### config.mk
export PLATFORM = sky130hd
export DESIGN_NAME = pinmux_top
export DESIGN_NICKNAME = d
export VERILOG_FILES = /design/src/rtl/pinmux_pkg.sv /design/src/rtl/pinmux_ctrl.sv /design/src/rtl/pinmux_inmux.sv /design/src/rtl/pinmux_datapath.sv /design/src/rtl/pinmux_top.sv
export SDC_FILE = /design/constraint.sdc
export NUM_CORES = 1
export LEC_CHECK = 0
export ABC_CLOCK_PERIOD_IN_PS = 3600
export BUFFER_PORTS_ARGS = -buffer_cell sky130_fd_sc_hd__buf_4
export CORE_AREA = 4 4 76 78
export CTS_CLUSTER_SIZE = 40
export DETAILED_ROUTE_END_ITERATION = 6
export DIE_AREA = 0 0 80 82
export PLACE_DENSITY = 0.67
export SKIP_CTS_REPAIR_TIMING = 1
export SYNTH_ARGS = -nofsm -noshare
export SYNTH_HDL_FRONTEND = slang
export SYNTH_SLANG_ARGS = --single-unit
### constraint.sdc
create_clock -name clk -period 3.6 [get_ports clk]
set_input_delay 1.08 -clock clk [delete_from_list [all_inputs] [get_ports clk]]
set_output_delay 1.08 -clock clk [all_outputs]
set_load 0.05 [all_outputs]
### src/rtl/pinmux_pkg.sv
package pinmux_pkg;
  localparam int SEL_W = 2;

  typedef enum logic [SEL_W-1:0] {
    FN_GPIO = 2'd0,
    FN_BUS  = 2'd1,
    FN_EMIT = 2'd2,
    FN_CAPT = 2'd3
  } fnSel_e;

  // Per-pad configuration handed from control to datapath
  typedef struct packed {
    fnSel_e sel;
    logic   gpioDir;
  } padCfg_t;
endpackage

### src/rtl/pinmux_ctrl.sv
module pinmux_ctrl
  import pinmux_pkg::*;
#(
  parameter int NUM_PADS = 8,
  parameter int DATA_W   = 8,
  parameter int ADDR_W   = 2
) (
  input  logic              clk,
  input  logic              rst_n,
  input  logic              wrEn,
  input  logic [ADDR_W-1:0] wrAddr,
  input  logic [DATA_W-1:0] wrData,
  input  logic [ADDR_W-1:0] rdAddr,
  output logic [DATA_W-1:0] rdData,
  output padCfg_t           cfg [NUM_PADS]
);
  localparam int FPW       = DATA_W / SEL_W;
  localparam int SEL_WORDS = (NUM_PADS + FPW - 1) / FPW;

  logic [SEL_W-1:0]    selQ [NUM_PADS];
  logic [NUM_PADS-1:0] dirQ;

  always_ff @(posedge clk or negedge rst_n) begin
    if (!rst_n) begin
      for (int p = 0; p < NUM_PADS; p++) selQ[p] <= '0;
      dirQ <= '0;
    end else if (wrEn) begin
      for (int p = 0; p < NUM_PADS; p++) begin
        if (wrAddr == ADDR_W'(p / FPW))
          selQ[p] <= wrData[(p % FPW)*SEL_W +: SEL_W];
        if (wrAddr == ADDR_W'(SEL_WORDS + p / DATA_W))
          dirQ[p] <= wrData[p % DATA_W];
      end
    end
  end

  always_comb begin
    rdData = '0;
    for (int p = 0; p < NUM_PADS; p++) begin
      if (rdAddr == ADDR_W'(p / FPW))
        rdData[(p % FPW)*SEL_W +: SEL_W] = selQ[p];
      if (rdAddr == ADDR_W'(SEL_WORDS + p / DATA_W))
        rdData[p % DATA_W] = dirQ[p];
    end
  end

  always_comb begin
    for (int p = 0; p < NUM_PADS; p++) begin
      cfg[p].sel     = fnSel_e'(selQ[p]);
      cfg[p].gpioDir = dirQ[p];
    end
  end

  for (genvar p = 0; p < NUM_PADS; p++) begin : g_chk
    localparam int SW = p / FPW;
    localparam int SB = (p % FPW) * SEL_W;
    localparam int DW = SEL_WORDS + p / DATA_W;
    localparam int DB = p % DATA_W;

    // a selection write lands in the addressed field
    a_r2_sel_write: assert property (@(posedge clk) disable iff (!rst_n)
      (wrEn && wrAddr == ADDR_W'(SW)) |=> selQ[p] == $past(wrData[SB +: SEL_W]));

    // a direction write lands in the addressed bit
    a_r2_dir_write: assert property (@(posedge clk) disable iff (!rst_n)
      (wrEn && wrAddr == ADDR_W'(DW)) |=> dirQ[p] == $past(wrData[DB]));

    // no strobe, no change
    a_r3_hold: assert property (@(posedge clk) disable iff (!rst_n)
      !wrEn |=> ($stable(selQ[p]) && $stable(dirQ[p])));
  end
endmodule

### src/rtl/pinmux_inmux.sv
module pinmux_inmux #(
  parameter int NUM_PADS = 8
) (
  input  logic                clk,
  input  logic                rst_n,
  input  logic [NUM_PADS-1:0] req,
  input  logic [NUM_PADS-1:0] padIn,
  output logic                val
);
  logic [NUM_PADS-1:0] grant;

  // isolate the lowest requesting pad
  assign grant = req & (~req + NUM_PADS'(1));
  assign val   = |(grant & padIn);

  // at most one pad feeds a line
  a_r9_single_grant: assert property (@(posedge clk) disable iff (!rst_n)
    $onehot0(grant));

  // a high value must come from a requesting pad that is high
  a_r10_val_source: assert property (@(posedge clk) disable iff (!rst_n)
    val |-> |(req & padIn));
endmodule

### src/rtl/pinmux_datapath.sv
module pinmux_datapath
  import pinmux_pkg::*;
#(
  parameter int NUM_PADS = 8,
  parameter int NUM_BUS  = 2,
  parameter int NUM_EMIT = 2,
  parameter int NUM_CAPT = 3
) (
  input  logic                clk,
  input  logic                rst_n,
  input  padCfg_t             cfg [NUM_PADS],
  input  logic [NUM_PADS-1:0] padIn,
  output logic [NUM_PADS-1:0] padOut,
  output logic [NUM_PADS-1:0] padOe,
  input  logic [NUM_PADS-1:0] gpioOut,
  output logic [NUM_PADS-1:0] gpioIn,
  input  logic [NUM_BUS-1:0]  busOut,
  input  logic [NUM_BUS-1:0]  busOe,
  output logic [NUM_BUS-1:0]  busIn,
  input  logic [NUM_EMIT-1:0] emitOut,
  output logic [NUM_CAPT-1:0] captIn
);
  // Output side: one mux per pad
  for (genvar p = 0; p < NUM_PADS; p++) begin : g_pad
    always_comb begin
      padOut[p] = 1'b0;
      padOe[p]  = 1'b0;
      unique case (cfg[p].sel)
        FN_GPIO: begin padOut[p] = gpioOut[p];            padOe[p] = cfg[p].gpioDir;      end
        FN_BUS:  begin padOut[p] = busOut[p % NUM_BUS];   padOe[p] = busOe[p % NUM_BUS];  end
        FN_EMIT: begin padOut[p] = emitOut[p % NUM_EMIT]; padOe[p] = 1'b1;                end
        FN_CAPT: begin padOut[p] = 1'b0;                  padOe[p] = 1'b0;                end
        default: ;
      endcase
    end

    // 1:1 line: a single AND gate
    assign gpioIn[p] = padIn[p] & (cfg[p].sel == FN_GPIO);

    a_r5_gpio_gate: assert property (@(posedge clk) disable iff (!rst_n)
      gpioIn[p] |-> (cfg[p].sel == FN_GPIO && padIn[p]));
    a_r7_emit_oe: assert property (@(posedge clk) disable iff (!rst_n)
      (cfg[p].sel == FN_EMIT) |-> padOe[p]);
    a_r8_capt_hiz: assert property (@(posedge clk) disable iff (!rst_n)
      (cfg[p].sel == FN_CAPT) |-> (!padOe[p] && !padOut[p]));
  end

  // Input side: priority mux per bus line
  for (genvar k = 0; k < NUM_BUS; k++) begin : g_busIn
    logic [NUM_PADS-1:0] req;
    always_comb
      for (int p = 0; p < NUM_PADS; p++)
        req[p] = (cfg[p].sel == FN_BUS) && (p % NUM_BUS == k);
    pinmux_inmux #(.NUM_PADS(NUM_PADS)) u_mux (
      .clk(clk), .rst_n(rst_n), .req(req), .padIn(padIn), .val(busIn[k]));
  end

  // Input side: priority mux per capture line (output-only slot gets none)
  for (genvar k = 0; k < NUM_CAPT; k++) begin : g_captIn
    logic [NUM_PADS-1:0] req;
    always_comb
      for (int p = 0; p < NUM_PADS; p++)
        req[p] = (cfg[p].sel == FN_CAPT) && (p % NUM_CAPT == k);
    pinmux_inmux #(.NUM_PADS(NUM_PADS)) u_mux (
      .clk(clk), .rst_n(rst_n), .req(req), .padIn(padIn), .val(captIn[k]));
  end
endmodule

### src/rtl/pinmux_top.sv
module pinmux_top
  import pinmux_pkg::*;
#(
  parameter int NUM_PADS = 8,
  parameter int NUM_BUS  = 2,
  parameter int NUM_EMIT = 2,
  parameter int NUM_CAPT = 3,
  parameter int DATA_W   = 8,
  parameter int ADDR_W   = $clog2((NUM_PADS + DATA_W/SEL_W - 1) / (DATA_W/SEL_W)
                                  + (NUM_PADS + DATA_W - 1) / DATA_W + 1)
) (
  input  logic                clk,
  input  logic                rst_n,
  input  logic                wrEn,
  input  logic [ADDR_W-1:0]   wrAddr,
  input  logic [DATA_W-1:0]   wrData,
  input  logic [ADDR_W-1:0]   rdAddr,
  output logic [DATA_W-1:0]   rdData,
  input  logic [NUM_PADS-1:0] padIn,
  output logic [NUM_PADS-1:0] padOut,
  output logic [NUM_PADS-1:0] padOe,
  input  logic [NUM_PADS-1:0] gpioOut,
  output logic [NUM_PADS-1:0] gpioIn,
  input  logic [NUM_BUS-1:0]  busOut,
  input  logic [NUM_BUS-1:0]  busOe,
  output logic [NUM_BUS-1:0]  busIn,
  input  logic [NUM_EMIT-1:0] emitOut,
  output logic [NUM_CAPT-1:0] captIn
);
  padCfg_t cfg [NUM_PADS];

  pinmux_ctrl #(.NUM_PADS(NUM_PADS), .DATA_W(DATA_W), .ADDR_W(ADDR_W)) u_ctrl (
    .clk(clk), .rst_n(rst_n), .wrEn(wrEn), .wrAddr(wrAddr), .wrData(wrData),
    .rdAddr(rdAddr), .rdData(rdData), .cfg(cfg));

  pinmux_datapath #(.NUM_PADS(NUM_PADS), .NUM_BUS(NUM_BUS), .NUM_EMIT(NUM_EMIT),
                    .NUM_CAPT(NUM_CAPT)) u_dp (
    .clk(clk), .rst_n(rst_n), .cfg(cfg), .padIn(padIn), .padOut(padOut),
    .padOe(padOe), .gpioOut(gpioOut), .gpioIn(gpioIn), .busOut(busOut),
    .busOe(busOe), .busIn(busIn), .emitOut(emitOut), .captIn(captIn));
endmodule

==> Word-level counts from Yosys, hierarchy flattened <==
Cells that the tools add are included.
{ "totals": {"register_bits": 24, "in_bits": 37, "out_inout_bits": 37} }
{ "classes": {"n_addsub": 5, "n_eq_ne": 28, "mux": 32, "bitwise": 23, "n_reduce_logical": 18} }
{ "op_table": {"columns": ["operator", "n"], "rows": [
  ["$pmux 1 s4", 16],
  ["$and 8x8->8", 7],
  ["$add 8x1->8 const B", 5],
  ["$reduce_or 8->1", 5],
  ["$eq 2x2->1 const B", 18],
  ["$eq 2x1->1 const B", 10],
  ["$logic_not 2->1", 10],
  ["$and 7x8->8", 2],
  ["$mux 2", 8],
  ["$not 7->8", 2],
  ["$not 8->8", 2],
  ["$and 1x1->1", 8],
  ["$and 6x8->8", 1],
  ["$mux 1", 8],
  ["$not 6->8", 1],
  ["$reduce_and 2->1", 3]
]} }

==> Depth between registers and ports, before layout <==
Gate-level depths: netlist of the first run.
{ "logic_depth": {"depth_word": 6, "depth_mapped": 5, "mapped_depth_nobuf": 3} }

==> Cells and area by module <==
From an unflattened synthesis of the first run, not the netlist that was laid out.
{ "unflattened": {"hier_cells": 205, "area_unflattened_um2": 1979.4} }
{ "by_module_without_submodules": {"columns": ["mod", "instances", "cells_each", "area_each_um2"], "rows": [
  ["pinmux_ctrl", 1, 71, 1083.5],
  ["pinmux_datapath", 1, 64, 476.7],
  ["pinmux_inmux", 5, 14, 83.8]
]} }

==> Worst setup path after synthesis of the first run <==
No wires, ideal clock.
{ "synth_path": {"path_type": "input-to-output", "start": "in rdAddr[1]", "end": "out rdData[3]", "t_arrival_ns": 2.488, "path_slack_ns": 0.032, "cell_stages": 3, "path_buffers": 1, "path_cell_list": "buf_2 > mux2i_1 > o21ai_0"} }
{ "synth_between": {"elab_chain_len": 4, "elab_cells_between_ends": 6, "cone_classes": "eq/ne (2); mux (3); reduce/logical (1)"} }
{ "synth_rtl": {"columns": ["item", "line", "text"], "rows": [
  ["start: declaration", "pinmux_top.sv:17", "input logic [ADDR_W-1:0] rdAddr,"],
  ["$logic_not 2->1", "pinmux_ctrl.sv:40", "if (rdAddr == ADDR_W'(p / FPW))"],
  ["$mux 2", "pinmux_ctrl.sv:40", null],
  ["$mux 1", "pinmux_ctrl.sv:42", "if (rdAddr == ADDR_W'(SEL_WORDS + p / DATA_W))"],
  ["$mux 2 (*)", "pinmux_ctrl.sv:40", null],
  ["end: declaration", "pinmux_top.sv:18", "output logic [DATA_W-1:0] rdData,"]
]} }
Every way passes the cells marked *; elsewhere a longest branch is shown, timed or not.

==> Final worst setup path of the first run <==
{ "layout_path": {"start": "in padIn[2]", "end": "out busIn[0]"} }
{ "layout_between": {"elab_chain_len": 2} }
{ "layout_rtl": {"columns": ["item", "line", "text"], "rows": [
  ["start: declaration", "pinmux_top.sv:19", "input logic [NUM_PADS-1:0] padIn,"],
  ["$and 8x8->8", "pinmux_inmux.sv:14", "assign val = |(grant & padIn);"],
  ["$reduce_or 8->1", "pinmux_inmux.sv:14", null],
  ["end: declaration", "pinmux_top.sv:26", "output logic [NUM_BUS-1:0] busIn,"]
]} }
No other way between the ends.

==> results of run 1 <==
## cell usage after synthesis, types with 2 or more instances
cell type,instances,area share (%)
nand4_1,3,1.1
a31oi_1,2,0.73
o22ai_1,4,1.5
nand2_1,29,6.3
nand3b_1,3,1.3
a21oi_1,2,0.58
nand3b_2,2,1.3
buf_2,3,0.87
dfrtp_1,24,35
buf_6,3,2.0
a211oi_1,2,0.87
nor3b_1,8,3.5
nor2b_1,8,2.9
buf_4,7,3.1
mux2_2,24,16
nand3_1,3,0.87
nor2_1,10,2.2
or3b_2,2,1.0
or3_1,2,0.73
mux2i_1,18,10
o21ai_0,20,5.8
clkbuf_1,4,0.87
## sequential cells by signal, summed over array words and instances (netlist names)
signal and cells:
u_ctrl.dirQ 8, u_ctrl.cfg 16
## path summary, 6_finish.rpt
| path | start | endpoint | slack (ns) | depth (start not counted) |
|---|---|---|---|---|
| setup / recovery | padIn[2] | busIn[0] | 0.50 | 5 |
| hold / removal | u_ctrl.dirQ[4] | u_ctrl.dirQ[4] | 0.54 | 1 |
| setup reg to reg | u_ctrl.cfg[13] | u_ctrl.cfg[13] | 2.67 | 1 |
| hold reg to reg | u_ctrl.dirQ[4] | u_ctrl.dirQ[4] | 0.54 | 1 |
| max in group asynchronous | rst_n | u_ctrl.cfg[4] | 2.67 | 1 |
| min in group asynchronous | rst_n | u_ctrl.cfg[1] | 0.70 | 1 |
## kinds of logic (layout without fill, tap and decap cells)
kind of cell	count (synthesis)	after routing	synth area share (%)
multiplexers	42	42	26.2
buffers and inverters	18	78	7.06
AO/OA/AOI/OAI	30	30	9.46
AND/OR/NAND/NOR	71	71	22.3
flip-flops	24	24	34.9
## critical path, delay by kind of cell
kind                   cells  cell delay, ns
and+or+nand+nor            1            0.43
AOI/OAI and AO/OA          1            0.06
buffers and inverters      2            0.30
muxes                      1            0.14
## report_power, final
part,switching (mW),internal (mW)
registers,0.103,0.320
clock network,0.0829,0.0976
logic,0.459,0.255
total,0.645,0.672
## layout make-up
class                           instances  area [µm²]
Clock buffer                            4        55.1
Fill cell                             523        2780
Multi-Input combinational cell        143         997
Sequential cell                        24         601
Tap cell                               70        87.6
Timing Repair Buffer                   74         556
## through the flow
step / utilization, % / total power [mW] / instance area, µm² / setup WS (ns)
finish: 45.2 / 1.32 / 2300 / 0.501
CTS: 45.2 / 1.33 / 2300 / 0.500
global route: 45.2 / 1.39 / 2300 / 0.411
global placement: 44.2 / 1.14 / 2240 / 0.522
detailed placement: 44.2 / 1.15 / 2240 / 0.504
floorplan: - / 0.949 / 1720 / 0.0324
## placed cells by master (no fill, tap or decap), drive strengths merged
| cell type | count |
|---|---|
| nor2b | 8 |
| a211oi | 2 |
| or3 | 2 |
| o22ai | 4 |
| nand4 | 3 |
| nand2 | 29 |
| or3b | 2 |
| o21ai | 20 |
| nor3b | 9 |
| a21oi | 2 |
| nor2 | 10 |
| nand3b | 5 |
| clkbuf | 4 |
| a31oi | 2 |
| mux2i | 18 |
| nand3 | 3 |
| buf | 74 |
| mux2 | 24 |
| dfrtp | 24 |
## per-layer routing
metal  vias up  wire, µm
met5         -         0
met4         0        54
met3         5       427
met2        58      2230
met1       718      2150
li1        774         -
==> results by group, run 1 <==
Place
  • Detailed Place HPWL: 3810 µm
  • DP Cell Count: 311
  • Port bufs: 73
  • Global placer's final weighted congestion: 0.823

Detailed routing
  • TritonRoute pass-1 iters: 4
  • Post-Route WL: 4860 µm
  • Number of routed nets with antenna violations: 0
  • Vias: 1555
  • Vias/cell: 4.94
  • DRC: 0
  • Wire length per cell: 15.4 µm
  • Violation count after the first detailed-route iteration: 60

Global route
  • M1 GR Usage: 19.3%
  • Largest net degree at the start of global routing: 25
  • Met2 GRT Util: 23.2%
  • Busiest grt layer: met2
  • Initial antenna violation count: 0
  • GRT Resource Usage Total: 14.6%
  • GRT Residual Overflow: 0
  • Global-route wire length before repair: 7430 µm
  • Number of global-route vias before repair: 1463
  • Met3 usage: 3.62%

Die
  • Die Span X: 80 µm
  • Core region area: 0.00507 mm²
  • # IOs: 74
  • Cell Rows: 26
  • Initial Utilization: 33.9%
  • Die ar.: 0.00656 mm²
  • Die height: 82 µm

STA
  • Max Freq: 323 MHz
  • Period utilization: 86.1%
  • Final Critical Period: 3.10 ns
  • RSZ-0062 raised after global routing: false
  • Hold_ws: 0.542 ns
  • Final Slew Violations: 0
  • Setup TNS: 0 ns
  • Final setup violating endpoints: 0
  • Worst slew pin tran: 0.480 ns
  • Clock skew: 0 ns
  • Final hold violations: 0
  • Max-Slew Margin vs Limit: 68.0%

Critical path
  • Arr. time, crit path: 2.02 ns
  • Worst Path Required: 2.52 ns
  • Cell mode on critical path: buf_4
  • Slowest-stage cell, CP: or3b_2
  • Crit path max fanout: 3
  • CP endpoint kind: output pin
  • Critical Path Max Stage Delay: 0.43 ns
  • Cell breakdown of the critical path: buf_4 -> or3b_2 -> mux2i_1 -> a21oi_1 -> buf_4
  • CP Class: input port to output pin
  • Worst setup SP type: input port

Run status
  • Status: completed

Power and ir drop
  • Peak supply drop: 0.172 mV
  • PwrDens: 574 mW/mm²
  • Lkg Pwr: 1.05 nW

Logic synthesis
  • Post-Syn Area: 0.00172 mm²
  • Seq/Total Area, Yosys: 34.9%
  • Cell variety after synth: 24
  • EDFF count, synth: 0
  • Syn avg cell area: 9.29 µm²
  • Async SR Flop Fraction: 100%
  • Syn_nets: 222
  • Ys flop type: dfrtp_1
  • Synth Instances: 185
  • Synthesis-stage register bit count: 24
  • Ys Warns: 0

Clocking
  • CTS clk-pin slew, worst paths: 0.08 ns
  • Sink Count: 24
  • H-tree depth: 1
  • CTS tree: built
  • Skew-Pair Late Insertion Delay: 0.26 ns
  • Max clock buf depth: 2
  • Root buffer cell: clkbuf_8
  • Total CTS buffers: 3

Final layout
  • Post-Layout Cell Count: 315
  • Area Growth Syn to Fin: 33.6%
  • Final Net Count: 283
  • N_diodes: 0
  • Share of post-route cells with drive strength above 1: 43.7%

Job
  • Maxcap violations: 0

Min path
  • Min-delay worst type: register to register
(Power assumes the default switching activity.)
==> run 2, diff against run 1 <==
--- a/config.mk
+++ b/config.mk
@@ -12,6 +12,7 @@
 export DETAILED_ROUTE_END_ITERATION = 6
 export DIE_AREA = 0 0 80 82
 export PLACE_DENSITY = 0.67
+export REMOVE_ABC_BUFFERS = 1
 export SKIP_CTS_REPAIR_TIMING = 1
 export SYNTH_ARGS = -nofsm -noshare
 export SYNTH_HDL_FRONTEND = slang
==> run 2 against run 1 <==
Compared with the run above: hold slack better by 0.0033 ns; maximum frequency is 0.30% higher; clock power is 15% lower; combinational power hardly changed; clock skew stayed put; setup slack better by 0.0093 ns; highest routed layer unchanged.
==> results by group, run 2 (synthesis results as in run 1) <==
Final layout
  • Final Cell Area: 0.00228 mm²
  • N_diodes: 0
  • Final Core Density: 45.0%
  • Fill count: 540
  • Share of post-route cells with drive strength above 1: 43.4%
  • Commonest non-fill, non-tap cell in the layout: buf_4
  • Final Net Count: 283
  • Number of flip-flops in the largest register: 16
  • Post-Layout Cell Count: 314
  • Area Growth Syn to Fin: 32.8%
  • Commonest non-fill, non-tap cells in the layout: 74 x buf_4, 29 x nand2_1, 24 x mux2_2, 24 x dfrtp_1, 20 x o21ai_0

Min path
  • Worst hold start: u_ctrl.dirQ[6]
  • Min-delay worst type: register to register
  • Hold Path End: u_ctrl.dirQ[6]
  • Hold path cells: 1

Critical path
  • Cell mode on critical path: buf_4
  • Crit path max fanout: 9
  • CP Class: input port to output pin
  • Bufs and invs on worst path: 3
  • RR Endpoint: u_ctrl.cfg[17]
  • CP endpoint kind: output pin
  • Slowest-stage cell, CP: buf_4
  • Worst setup SP type: input port
  • Reg2Reg Setup Slack: 2.66 ns
  • Cell breakdown of the critical path: buf_4 -> nor2b_1 -> buf_4 -> nand2_1 -> o21ai_0 -> buf_4
  • Worst Path Required: 2.52 ns
  • Worst r2r path cells: 1
  • Arr. time, crit path: 2.01 ns
  • Family with the most delay on the worst path: buffers and inverters
  • Crit Reg-Reg Startpoint: u_ctrl.cfg[17]
  • Critical Path Max Stage Delay: 0.25 ns

Die
  • Die ar.: 0.00656 mm²
  • # IOs: 74
  • Die Span X: 80 µm
  • Die height: 82 µm
  • Initial Utilization: 33.9%
  • Cell Rows: 26
  • Core region area: 0.00507 mm²

STA
  • Final setup violating endpoints: 0
  • Worst slew pin tran: 0.510 ns
  • Clock skew: 0 ns
  • Max-Slew Margin vs Limit: 66.0%
  • Setup TNS: 0 ns
  • Hold_ws: 0.546 ns
  • Max Freq: 324 MHz
  • Final Critical Period: 3.09 ns
  • RSZ-0062 raised after global routing: false
  • Final Slew Violations: 0
  • Final hold violations: 0
  • Period utilization: 85.8%

Global route
  • Global-route wire length before repair: 7860 µm
  • Initial antenna violation count: 0
  • GRT Residual Overflow: 0
  • Largest net degree at the start of global routing: 25
  • Number of global-route vias before repair: 1557
  • GRT Resource Usage Total: 15.4%

Clocking
  • Root buffer cell: clkbuf_8
  • CTS tree: built
  • H-tree depth: 1
  • CTS clk-pin slew, worst paths: 0.08 ns
  • Skew-Pair Late Insertion Delay: 0.26 ns
  • Total CTS buffers: 3
  • Sink Count: 24
  • Max clock buf depth: 2

Power and ir drop
  • Peak supply drop: 0.254 mV
  • Lkg Pwr: 1.04 nW
  • PwrDens: 567 mW/mm²

Detailed routing
  • Violation count after the first detailed-route iteration: 46
  • Post-Route WL: 5070 µm
  • DRC: 0
  • Vias/cell: 5.01
  • Wire length per cell: 16.1 µm
  • TritonRoute pass-1 iters: 4
  • Number of routed nets with antenna violations: 0
  • Vias: 1573

Place
  • Detailed Place HPWL: 3950 µm
  • Port bufs: 73
  • Global placer's final weighted congestion: 0.805
  • DP Cell Count: 311
  • Dpl cell area: 0.00224 mm²

Run status
  • Status: completed

Job
  • Maxcap violations: 0
==> run 2: cell count changes in the layout (fill, tap and decap cells not counted), sizes merged <==
cell	previous run	this run
clkbuf	4	3
==> run 2: area by class of cell <==
type                       count  area, µm²  share of cell area, %
multi-input combinational    143        997                   43.7
sequential                    24        601                   26.3
timing repair buffer          74        556                   24.3
tap                           70       87.6                   3.84
clock buffer                   3       41.3                   1.81
==> run 2: routing by layer <==
layer	GRT usage [%]	share of wire, %
met5	0	0
met4	4.05	1.1
met3	2.96	7.1
met2	25.5	47
met1	20.6	45
==> run 2: power breakdown <==
part / internal [mW] / switching (mW)
sequential: 0.320 / 0.104
clock: 0.0747 / 0.0790
combinational: 0.255 / 0.462
total: 0.649 / 0.645
==> run 2: stage by stage <==
| step | total power [mW] | setup slack (ns) |
|---|---|---|
| 2_1_floorplan | 0.893 | 0.243 |
| 3_3_place_gp | 1.14 | 0.531 |
| 3_5_place_dp | 1.15 | 0.506 |
| 4_1_cts | 1.31 | 0.508 |
| 5_1_grt | 1.37 | 0.422 |
| 6_report | 1.29 | 0.510 |
==> run 2: worst max path at each step <==
| stage | from | to | slack (ns) | depth (start not counted) |
|---|---|---|---|---|
| finish | rdAddr[1] | rdData[1] | 0.51 | 6 |
| global route | rdAddr[1] | rdData[0] | 0.42 | 6 |
| CTS | padIn[3] | busIn[1] | 0.51 | 5 |
| detailed placement | padIn[3] | busIn[1] | 0.51 | 5 |
| global placement | padIn[2] | busIn[0] | 0.53 | 5 |
| floorplan | rdAddr[1] | rdData[5] | 0.24 | 2 |
==> run 3, diff against run 2 <==
--- a/config.mk
+++ b/config.mk
@@ -7,11 +7,11 @@
 export LEC_CHECK = 0
 export ABC_CLOCK_PERIOD_IN_PS = 3600
 export BUFFER_PORTS_ARGS = -buffer_cell sky130_fd_sc_hd__buf_4
-export CORE_AREA = 4 4 76 78
+export CORE_AREA = 4 4 81 83
 export CTS_CLUSTER_SIZE = 40
 export DETAILED_ROUTE_END_ITERATION = 6
-export DIE_AREA = 0 0 80 82
-export PLACE_DENSITY = 0.67
+export DIE_AREA = 0 0 85 87
+export PLACE_DENSITY = 0.61
 export REMOVE_ABC_BUFFERS = 1
 export SKIP_CTS_REPAIR_TIMING = 1
 export SYNTH_ARGS = -nofsm -noshare
==> run 3 against run 2 <==
Compared with the run above: sequential power hardly changed; cell count is 1.6% higher; clock power hardly changed; first-iteration DRC count is 15% lower; critical endpoint is now rdData[4]; die area is 13% higher; setup slack worse by 0.034 ns; count of clock-buffer cells in the layout stayed put; final area is 0.27% higher; critical path type unchanged.
==> results by group, run 3 (synthesis results as in run 1) <==
Place
  • Dpl cell area: 0.00225 mm²
  • Global placer's final weighted congestion: 0.788
  • Setup slack at placement: 0.496 ns
  • Port bufs: 73
  • Detailed Place HPWL: 4100 µm
  • DP Cell Count: 316

Clocking
  • Total CTS buffers: 3
  • CTS tree: built
  • H-tree depth: 1
  • CTS clk-pin slew, worst paths: 0.08 ns
  • Max clock buf depth: 2
  • Root buffer cell: clkbuf_8
  • Skew-Pair Late Insertion Delay: 0.26 ns
  • Sink Count: 24

STA
  • Final hold violations: 0
  • Worst slew pin tran: 0.544 ns
  • Max-Slew Margin vs Limit: 63.7%
  • Max Freq: 320 MHz
  • Final Critical Period: 3.12 ns
  • Setup TNS: 0 ns
  • Period utilization: 86.8%
  • Clock skew: 0 ns
  • RSZ-0062 raised after global routing: false
  • Final Slew Violations: 0
  • Final setup violating endpoints: 0
  • Worst setup margin: 0.476 ns

Final layout
  • Fill count: 617
  • Area Growth Syn to Fin: 33.1%
  • Final Cell Area: 0.00229 mm²
  • Commonest non-fill, non-tap cells in the layout: 74 x buf_4, 29 x nand2_1, 24 x mux2_2, 24 x dfrtp_1, 20 x o21ai_0
  • Final Net Count: 283
  • Number of flip-flops in the largest register: 16
  • Post-Layout Cell Count: 319
  • Commonest non-fill, non-tap cell in the layout: buf_4
  • Share of post-route cells with drive strength above 1: 43.4%
  • N_diodes: 0

Die
  • Core region area: 0.00585 mm²
  • Die Span X: 85 µm
  • Die height: 87 µm
  • # IOs: 74
  • Die ar.: 0.00740 mm²
  • Initial Utilization: 29.4%
  • Cell Rows: 28

Global route
  • M1 GR Usage: 20.4%
  • Busiest grt layer: met2
  • Largest net degree at the start of global routing: 25
  • Met2 GRT Util: 22.5%
  • GRT Residual Overflow: 0
  • Initial antenna violation count: 0
  • Global-route wire length before repair: 8560 µm
  • GRT Resource Usage Total: 14.4%
  • Number of global-route vias before repair: 1748
  • Met3 usage: 2.46%

Power and ir drop
  • Peak supply drop: 0.304 mV
  • Lkg Pwr: 1.04 nW
  • PwrDens: 569 mW/mm²

Detailed routing
  • DRC: 0
  • Vias: 1625
  • Post-Route WL: 5260 µm
  • Violation count after the first detailed-route iteration: 39
  • Wire length per cell: 16.5 µm
  • Number of routed nets with antenna violations: 0
  • TritonRoute pass-1 iters: 4
  • Vias/cell: 5.09

Job
  • Maxcap violations: 0

Min path
  • Min-delay worst type: register to register

Critical path
  • Arr. time, crit path: 2.04 ns
  • CP Class: input port to output pin
  • CP endpoint kind: output pin
  • Worst setup SP type: input port
  • Worst Path Required: 2.52 ns
  • Crit path max fanout: 9

Run status
  • Status: completed
==> run 3: cell counts in the layout (fill, tap and decap cells not counted) <==
Identical to the previous run, type by type.
==> run 3: report_power, final <==
part	internal (mW)	total [mW]	switching (mW)
sequential	0.320	0.426	0.106
combinational	0.255	0.718	0.464
clock	0.0747	0.157	0.0821
==> run 3: layout make-up <==
type                       instances  area [µm²]  share of cell area, %
sequential                        24         601                   26.2
clock buffer                       3        41.3                   1.80
multi-input combinational        143         997                   43.6
tap                               75        93.8                   4.10
timing repair buffer              74         556                   24.3
==> run 3: through the flow <==
step / hold slack (ns) / power (mW) / util [%]
floorplan: 0.503 / 0.893 / -
global placement: 0.527 / 1.15 / 38.4
detailed placement: 0.531 / 1.15 / 38.4
CTS: 0.552 / 1.31 / 39.1
global route: 0.559 / 1.37 / 39.1
finish: 0.546 / 1.30 / 39.1
==> run 3: path summary, 6_finish.rpt <==
check | start | end | slack (ns) | cells past startpoint
max in group asynchronous | rst_n | u_ctrl.cfg[4] | 2.66 | 1
min in group asynchronous | rst_n | u_ctrl.cfg[14] | 0.70 | 1
worst min register to register | u_ctrl.dirQ[0] | u_ctrl.dirQ[0] | 0.55 | 1
worst max-delay path | rdAddr[1] | rdData[4] | 0.48 | 6
worst max register to register | u_ctrl.cfg[17] | u_ctrl.cfg[17] | 2.65 | 1
worst min-delay path | u_ctrl.dirQ[0] | u_ctrl.dirQ[0] | 0.55 | 1
==> run 3: layer usage <==
| layer | vias to the layer above | part of all wire (%) | wire length, µm |
|---|---|---|---|
| li1 | 771 | - | - |
| met1 | 788 | 47 | 2460 |
| met2 | 60 | 46 | 2400 |
| met3 | 6 | 6.6 | 348 |
| met4 | 0 | 0.91 | 48 |
| met5 | - | 0 | 0 |
==> run 3: critical path: stages <==
cell,delay [ns]
buf_4,0.17
nor2b_1,0.17
buf_4,0.17
nand2_1,0.05
o21ai_0,0.13
buf_4,0.26
